==> src/rtl/tlb_pkg.sv <==
package tlb_pkg;

  localparam int BIT_PRESENT = 0;
  localparam int BIT_MOD     = 1;
  localparam int BIT_RD      = 2;
  localparam int BIT_WR      = 3;

  typedef enum logic {WK_IDLE, WK_WAIT} wk_state_t;

  typedef struct packed {
    logic present;
    logic modified;
    logic rd_ok;
    logic wr_ok;
  } pte_flags_t;

  function automatic pte_flags_t flags_of(input logic [3:0] low);
    pte_flags_t f;
    f.present  = low[BIT_PRESENT];
    f.modified = low[BIT_MOD];
    f.rd_ok    = low[BIT_RD];
    f.wr_ok    = low[BIT_WR];
    return f;
  endfunction

endpackage

==> src/rtl/tlb_cam.sv <==
module tlb_cam #(
  parameter int ENTRIES = 16,
  parameter int VPN_W   = 20,
  parameter int PFN_W   = 20,
  localparam int IDX_W  = $clog2(ENTRIES)
) (
  input  logic             clk,
  input  logic             rst,
  input  logic             clear_all,
  input  logic [VPN_W-1:0] lookup_vpn,
  output logic             hit,
  output logic [IDX_W-1:0] hit_idx,
  output logic [PFN_W-1:0] hit_pfn,
  output logic             hit_m,
  output logic             hit_r,
  output logic             hit_w,
  output logic [ENTRIES-1:0] valid_vec,
  input  logic             fill_en,
  input  logic [IDX_W-1:0] fill_idx,
  input  logic [VPN_W-1:0] fill_vpn,
  input  logic [PFN_W-1:0] fill_pfn,
  input  logic             fill_m,
  input  logic             fill_r,
  input  logic             fill_w,
  input  logic             mark_en,
  input  logic [IDX_W-1:0] mark_idx
);

  logic [ENTRIES-1:0] ent_v;
  logic [ENTRIES-1:0] ent_m;
  logic [VPN_W-1:0]   ent_vpn [ENTRIES];
  logic [PFN_W-1:0]   ent_pfn [ENTRIES];
  logic [ENTRIES-1:0] ent_r;
  logic [ENTRIES-1:0] ent_w;
  logic [ENTRIES-1:0] match;

  for (genvar g = 0; g < ENTRIES; g++) begin : g_cmp
    assign match[g] = ent_v[g] && (ent_vpn[g] == lookup_vpn);
  end

  always_comb begin
    hit_idx = '0;
    for (int i = 0; i < ENTRIES; i++) begin
      if (match[i]) hit_idx = IDX_W'(i);
    end
  end

  assign hit       = |match;
  assign hit_pfn   = ent_pfn[hit_idx];
  assign hit_m     = ent_m[hit_idx];
  assign hit_r     = ent_r[hit_idx];
  assign hit_w     = ent_w[hit_idx];
  assign valid_vec = ent_v;

  always_ff @(posedge clk) begin
    if (rst) begin
      ent_v <= '0;
      ent_m <= '0;
    end else if (clear_all) begin
      ent_v <= '0;
    end else begin
      for (int i = 0; i < ENTRIES; i++) begin
        if (fill_en && fill_idx == IDX_W'(i)) begin
          ent_v[i] <= 1'b1;
          ent_m[i] <= fill_m;
        end else if (mark_en && mark_idx == IDX_W'(i)) begin
          ent_m[i] <= 1'b1;
        end
      end
    end
  end

  always_ff @(posedge clk) begin
    for (int i = 0; i < ENTRIES; i++) begin
      if (fill_en && fill_idx == IDX_W'(i)) begin
        ent_vpn[i] <= fill_vpn;
        ent_pfn[i] <= fill_pfn;
        ent_r[i]   <= fill_r;
        ent_w[i]   <= fill_w;
      end
    end
  end

endmodule

==> src/rtl/tlb_victim.sv <==
module tlb_victim #(
  parameter int ENTRIES = 16,
  localparam int IDX_W  = $clog2(ENTRIES)
) (
  input  logic               clk,
  input  logic               rst,
  input  logic [ENTRIES-1:0] valid_vec,
  input  logic               take,
  output logic [IDX_W-1:0]   victim_idx
);

  logic [IDX_W-1:0] rr_ptr;
  logic [IDX_W-1:0] free_idx;
  logic             any_free;

  always_comb begin
    free_idx = '0;
    for (int i = ENTRIES - 1; i >= 0; i--) begin
      if (!valid_vec[i]) free_idx = IDX_W'(i);
    end
  end

  assign any_free   = ~&valid_vec;
  assign victim_idx = any_free ? free_idx : rr_ptr;

  always_ff @(posedge clk) begin
    if (rst) begin
      rr_ptr <= '0;
    end else if (take && !any_free) begin
      rr_ptr <= (rr_ptr == IDX_W'(ENTRIES - 1)) ? '0 : rr_ptr + 1'b1;
    end
  end

endmodule

==> src/rtl/tlb_walker.sv <==
module tlb_walker #(
  parameter int VA_W     = 32,
  parameter int OFF_W    = 12,
  parameter int PFN_W    = 20,
  parameter int ENTRIES  = 16,
  parameter int MEM_AW   = 32,
  parameter int PTE_BITS = 32,
  localparam int VPN_W   = VA_W - OFF_W,
  localparam int PA_W    = PFN_W + OFF_W,
  localparam int IDX_W   = $clog2(ENTRIES)
) (
  input  logic                clk,
  input  logic                rst,
  input  logic                flush,
  input  logic [MEM_AW-1:0]   ptbr,
  input  logic                req_valid,
  output logic                req_ready,
  input  logic [VA_W-1:0]     req_vaddr,
  input  logic                req_write,
  output logic                resp_valid,
  output logic [PA_W-1:0]     resp_paddr,
  output logic                resp_page_fault,
  output logic                resp_perm_fault,
  output logic                resp_modified,
  output logic                mem_rd_en,
  output logic [MEM_AW-1:0]   mem_rd_addr,
  input  logic                mem_rd_valid,
  input  logic [PTE_BITS-1:0] mem_rd_data
);
  import tlb_pkg::*;

  wk_state_t        state;
  logic             flush_pend;
  logic [VPN_W-1:0] pend_vpn;
  logic [OFF_W-1:0] pend_off;
  logic             pend_wr;

  logic [VPN_W-1:0] req_vpn;
  logic [OFF_W-1:0] req_off;
  logic             accept;

  logic             hit, hit_m, hit_r, hit_w;
  logic [IDX_W-1:0] hit_idx;
  logic [PFN_W-1:0] hit_pfn;
  logic [ENTRIES-1:0] valid_vec;
  logic [IDX_W-1:0] victim_idx;

  pte_flags_t       pte_fl;
  logic [PFN_W-1:0] pte_pfn;
  logic             walk_done, walk_perm, fill_en, fill_m;
  logic             hit_perm, mark_en, clear_all;

  assign req_vpn   = req_vaddr[VA_W-1:OFF_W];
  assign req_off   = req_vaddr[OFF_W-1:0];
  assign req_ready = (state == WK_IDLE) && !flush_pend;
  assign accept    = req_valid && req_ready;

  assign pte_fl    = flags_of(mem_rd_data[3:0]);
  assign pte_pfn   = mem_rd_data[PTE_BITS-1 -: PFN_W];
  assign walk_done = (state == WK_WAIT) && mem_rd_valid;
  assign walk_perm = pend_wr ? !pte_fl.wr_ok : !pte_fl.rd_ok;
  assign fill_en   = walk_done && pte_fl.present;
  assign fill_m    = pte_fl.modified | (pend_wr & pte_fl.wr_ok);

  assign hit_perm  = req_write ? !hit_w : !hit_r;
  assign mark_en   = accept && hit && req_write && hit_w;
  assign clear_all = (state == WK_IDLE) && flush_pend;

  tlb_cam #(
    .ENTRIES(ENTRIES), .VPN_W(VPN_W), .PFN_W(PFN_W)
  ) u_cam (
    .clk(clk), .rst(rst), .clear_all(clear_all),
    .lookup_vpn(req_vpn),
    .hit(hit), .hit_idx(hit_idx), .hit_pfn(hit_pfn),
    .hit_m(hit_m), .hit_r(hit_r), .hit_w(hit_w),
    .valid_vec(valid_vec),
    .fill_en(fill_en), .fill_idx(victim_idx), .fill_vpn(pend_vpn),
    .fill_pfn(pte_pfn), .fill_m(fill_m),
    .fill_r(pte_fl.rd_ok), .fill_w(pte_fl.wr_ok),
    .mark_en(mark_en), .mark_idx(hit_idx)
  );

  tlb_victim #(.ENTRIES(ENTRIES)) u_victim (
    .clk(clk), .rst(rst), .valid_vec(valid_vec),
    .take(fill_en), .victim_idx(victim_idx)
  );

  always_ff @(posedge clk) begin
    if (rst) begin
      state           <= WK_IDLE;
      flush_pend      <= 1'b0;
      pend_vpn        <= '0;
      pend_off        <= '0;
      pend_wr         <= 1'b0;
      resp_valid      <= 1'b0;
      resp_paddr      <= '0;
      resp_page_fault <= 1'b0;
      resp_perm_fault <= 1'b0;
      resp_modified   <= 1'b0;
      mem_rd_en       <= 1'b0;
      mem_rd_addr     <= '0;
    end else begin
      resp_valid <= 1'b0;
      mem_rd_en  <= 1'b0;
      if (clear_all) flush_pend <= 1'b0;
      if (flush)     flush_pend <= 1'b1;
      case (state)
        WK_IDLE: begin
          if (accept) begin
            if (hit) begin
              resp_valid      <= 1'b1;
              resp_page_fault <= 1'b0;
              resp_perm_fault <= hit_perm;
              resp_paddr      <= hit_perm ? '0 : {hit_pfn, req_off};
              resp_modified   <= hit_perm ? 1'b0 : (hit_m | req_write);
            end else begin
              pend_vpn    <= req_vpn;
              pend_off    <= req_off;
              pend_wr     <= req_write;
              mem_rd_en   <= 1'b1;
              mem_rd_addr <= ptbr + MEM_AW'(req_vpn);
              state       <= WK_WAIT;
            end
          end
        end
        WK_WAIT: begin
          if (walk_done) begin
            resp_valid      <= 1'b1;
            resp_page_fault <= !pte_fl.present;
            resp_perm_fault <= pte_fl.present && walk_perm;
            if (pte_fl.present && !walk_perm) begin
              resp_paddr    <= {pte_pfn, pend_off};
              resp_modified <= fill_m;
            end else begin
              resp_paddr    <= '0;
              resp_modified <= 1'b0;
            end
            state <= WK_IDLE;
          end
        end
        default: state <= WK_IDLE;
      endcase
    end
  end

endmodule

==> config.mk <==
export PLATFORM = sky130hd
export DESIGN_NAME = tlb_walker
export DESIGN_NICKNAME = d
export VERILOG_FILES = /design/src/rtl/tlb_pkg.sv /design/src/rtl/tlb_cam.sv /design/src/rtl/tlb_victim.sv /design/src/rtl/tlb_walker.sv
export SDC_FILE = /design/constraint.sdc
export NUM_CORES = 1
export LEC_CHECK = 0
export BUFFER_PORTS_ARGS = -buffer_cell sky130_fd_sc_hd__buf_4
export CORE_MARGIN = 5
export CORE_UTILIZATION = 66
export CTS_CLUSTER_DIAMETER = 200
export DETAILED_ROUTE_END_ITERATION = 10
export GPL_TIMING_DRIVEN = 1
export PLACE_DENSITY = 0.85
export SYNTH_ARGS = -nofsm -noshare
export SYNTH_HDL_FRONTEND = slang
export SYNTH_SLANG_ARGS = --single-unit
export TNS_END_PERCENT = 20
==> constraint.sdc <==
create_clock -name clk -period 9.5 [get_ports clk]
set_input_delay 1.9 -clock clk [delete_from_list [all_inputs] [get_ports clk]]
set_output_delay 1.9 -clock clk [all_outputs]
set_load 0.02 [all_outputs]
==> impl_metrics.py <==
metrics = {
    "worst_setup_path": {
        "reg2reg_from": "u_cam.ent_vpn[0][119]$_DFFE_PP_",
        "crit_slowest_cell": "buf_4",
        "critPathArrivalTime_ps": 6930,
        "crit_buf_inv": 3,
        "slowest_delay_ps": 670,
        "critical_path_required_ps": 10000,
        "crit_family": "simple AND/OR/NAND/NOR gates",
        "crit_start": "req_vaddr[21]",
        "endpoint_kind": "register",
        "setup.worst_path.start_class": "input pin",
        "crit_path_frequent_cell": "buf_4",
        "criticalPathCategory": "input pin to register",
        "path_cells": "buf_4 > xnor2_1 > nand2_1 > or3b_1 > nor4_2 > nand3b_1 > a311oi_4 > nor2_4 > buf_4 > mux2_1 > a211oi_2 > o21ai_2 > nand4_1 > buf_4 > o31ai_1",
        "crit_fanout": 51,
    },
    "status": {
        "outcome": "completed",
    },
    "pwr": {
        "p_leak_nw": 13.3,
        "p_total_mw": 7.58,
        "cellPowerDensity_nw_per_um2": 189,
        "vdd.ir_drop.worst_mv": 0.137,
    },
    "route": {
        "wl_per_cell_um": 27.2,
        "wl_um": 95800,
        "drtIter0Drc": 3169,
        "vias": 23700,
        "ant_nets": 0,
        "drc": 0,
        "first_pass_iters": 6,
        "vias_per_cell": 6.74,
    },
    "timing": {
        "holdWs_ps": 477,
        "period_needed_ps": 6420,
        "max_slew.worst_pin.slew_ps": 1340,
        "max_freq_mhz": 156,
        "finalSetupTns_ps": 0,
        "hold_viol_final": 0,
        "fin_ws_ps": 3080,
        "fin_worst_skew_ps": 18.9,
        "slew_violations": 0,
        "maxSlewHeadroom": 0.102,
        "min_period_over_period": 0.676,
        "rsz0062_at_grt": "no",
        "setup_viol": 0,
    },
    "placement": {
        "port_buffers": 163,
        "finalWeightedCongestion": 0.901,
        "place.detailed.hpwl_um": 53200,
        "dp_slack_ps": 2600,
    },
    "cells_and_area": {
        "multi_input_area_um2": 12000,
        "final_nets": 2879,
        "drive_gt1_frac": 0.158,
        "syn_to_final_growth_pct": 12.9,
        "seqCellArea_um2": 23000,
        "final_util": 0.749,
        "fillers": 3054,
    },
    "yosys": {
        "yosysUniqueCellTypes": 88,
        "synth_ff_type": "edfxtp_1",
        "netlist_instances": 2605,
        "ys_seq_elements": 812,
        "syn_area_um2": 35500,
        "synth_top_family_by_area": "simple AND/OR/NAND/NOR gates",
        "synth_xor_area_frac": 0.0852,
        "ys_seq_area_frac": 0.648,
        "synth_edf_count": 672,
        "synth_mux_area_frac": 0.0688,
        "synthAdderAreaFrac": 0.00797,
        "synth-simple-area-share": 0.101,
        "synth.avg_cell_area_um2": 13.6,
        "async_reset_ff_frac": 0,
        "synth_compound_area_frac": 0.0685,
        "mappedNetlistNets": 2729,
        "synth_warnings": 0,
    },
    "floorplan": {
        "die_area_um2": 58500,
        "ioPinCount": 172,
        "die_w_um": 242,
        "fp-row-count": 85,
        "coreArea_um2": 53500,
        "start_util": 0.663,
        "die_h_um": 242,
    },
    "global_route": {
        "antenna_found_initial": 2,
        "overflow": 0,
        "grt_start_max_net_pins": 81,
        "grt_usage": 0.318,
        "grt_pass1_wl_um": 142000,
        "grt_pass1_vias": 23500,
    },
    "clocking": {
        "cts_buffers": 79,
        "clock_sinks": 812,
        "cts_root_buf": "clkbuf_16",
        "h-tree-depth": 3,
        "ctsHoldBuffers": 0,
        "post_cts_buffers": 0,
        "clockBufferDepth": 3,
        "cts.repair.resized": 0,
        "clock_latency_ps": 640,
        "cts_tree": "yes",
        "clkTransAtPathRegs_ps": 60,
    },
    "min_path": {
        "hp-class": "register to register",
        "hp-start": "resp_perm_fault$_SDFFE_PP0P_",
    },
    "run": {
        "maxCapViolCount": 0,
    },
}
final timing paths:
path	endpoint	slack (ps)	cells after the start
worst min-delay path	resp_perm_fault$_SDFFE_PP0P_	480	2
worst max register to register	resp_paddr[29]$_SDFFE_PP0P_	4390	13
worst max-delay path	resp_paddr[29]$_SDFFE_PP0P_	3080	15
worst min register to register	resp_perm_fault$_SDFFE_PP0P_	480	2
synthesized netlist by cell type (20+ instances only):
cell type | n | area share
buf_2 | 58 | 0.0082
o31ai_1 | 22 | 0.0047
ha_1 | 21 | 0.0074
xor2_1 | 155 | 0.038
a211oi_1 | 32 | 0.0068
nand2_1 | 84 | 0.0089
a21o_1 | 31 | 0.0066
mux2_2 | 77 | 0.024
nor4_1 | 50 | 0.0088
o22ai_1 | 33 | 0.0058
nor2_1 | 234 | 0.025
dfxtp_1 | 140 | 0.079
xnor2_1 | 190 | 0.047
o21ai_0 | 21 | 0.0030
nand4_1 | 78 | 0.014
o21a_1 | 20 | 0.0042
edfxtp_1 | 672 | 0.57
a21oi_1 | 121 | 0.017
mux2i_1 | 155 | 0.044
clkbuf_1 | 50 | 0.0053
nor3_1 | 29 | 0.0041
nand3_1 | 67 | 0.0095
final cells by class:
type	count	area share
timing repair buffer	200	0.0375
clock inverter	36	0.0108
multi-input combinational	1644	0.299
sequential	812	0.574
clock buffer	112	0.0559
inverter	18	0.00169
tap	696	0.0217
antenna	1	0.0000625
worst register-to-register path: stages (launching register included):
cell and delay, ps:
edfxtp_1 380, xnor2_1 250, nand2_1 80, or3b_1 350, nor4_1 800, a211oi_1 170, o21ai_0 370, a21o_1 250
nand3_1 630, a211oi_2 670, o21ai_2 330, nand4_1 180, buf_4 340, o31ai_1 190
cell usage in the layout, fill, tap and decap left out, types with 10 or more instances in the layout:
master	count
a211oi_1	25
a21o_1	31
a21oi_1	121
a41oi_1	13
and2_1	17
and4_1	10
buf_4	200
clkbuf_1	21
clkbuf_16	81
clkinv_2	12
dfxtp_1	140
edfxtp_1	672
ha_1	21
inv_1	18
mux2_2	77
mux2i_1	155
nand2_1	84
nand2b_1	15
nand3_1	66
nand4_1	78
nor2_1	225
nor3_1	29
nor4_1	50
nor4b_1	11
o21a_1	20
o21ai_0	21
o22ai_1	33
o31ai_1	22
or4_1	10
xnor2_1	190
xor2_1	155
metal layers:
metal / wire length [um] / share of wire / vias to the layer above / global-route usage
met5: 18 / 0.00019 / - / 0
met4: 5060 / 0.053 / 2 / 0.146
met3: 12100 / 0.13 / 386 / 0.0693
met2: 45000 / 0.47 / 1745 / 0.515
met1: 33700 / 0.35 / 11500 / 0.417
li1: - / - / 10100 / -
logic make-up (layout without fill, tap and decap cells):
group | count (synthesis) | count (layout)
buffers and inverters | 149 | 366
AND/OR/NAND/NOR | 683 | 683
flip-flops | 812 | 812
other | 0 | 1
XOR/XNOR | 345 | 345
AO/OA/AOI/OAI | 360 | 360
adder cells (fa/ha/maj) | 22 | 22
multiplexers | 234 | 234
state kept, by name, indices dropped and copies added, names as in the netlist:
register         flops
u_cam.ent_w         16
u_cam.ent_vpn      320
flush_pend           1
resp_page_fault      1
resp_valid           1
mem_rd_en            1
u_victim.rr_ptr      4
u_cam.valid_vec     16
u_cam.ent_m         16
pend_vpn            20
pend_off            12
mem_rd_addr         32
u_cam.ent_pfn      320
resp_perm_fault      1
state                1
pend_wr              1
resp_paddr          32
u_cam.ent_r         16
resp_modified        1
report_power, final:
part	switching (mW)	internal (mW)
Combinational	0.270	0.157
Clock	1.33	1.87
Sequential	0.0644	3.88
Total	1.67	5.91
stage by stage:
step	instances	instance area, um^2
3_3_place_gp	3370	37400
3_5_place_dp	3370	37400
6_report	3519	40100
2_1_floorplan	2605	35500
5_1_grt	3518	40100
4_1_cts	3518	40100
No activity file was read; power rests on OpenSTA's default activity.
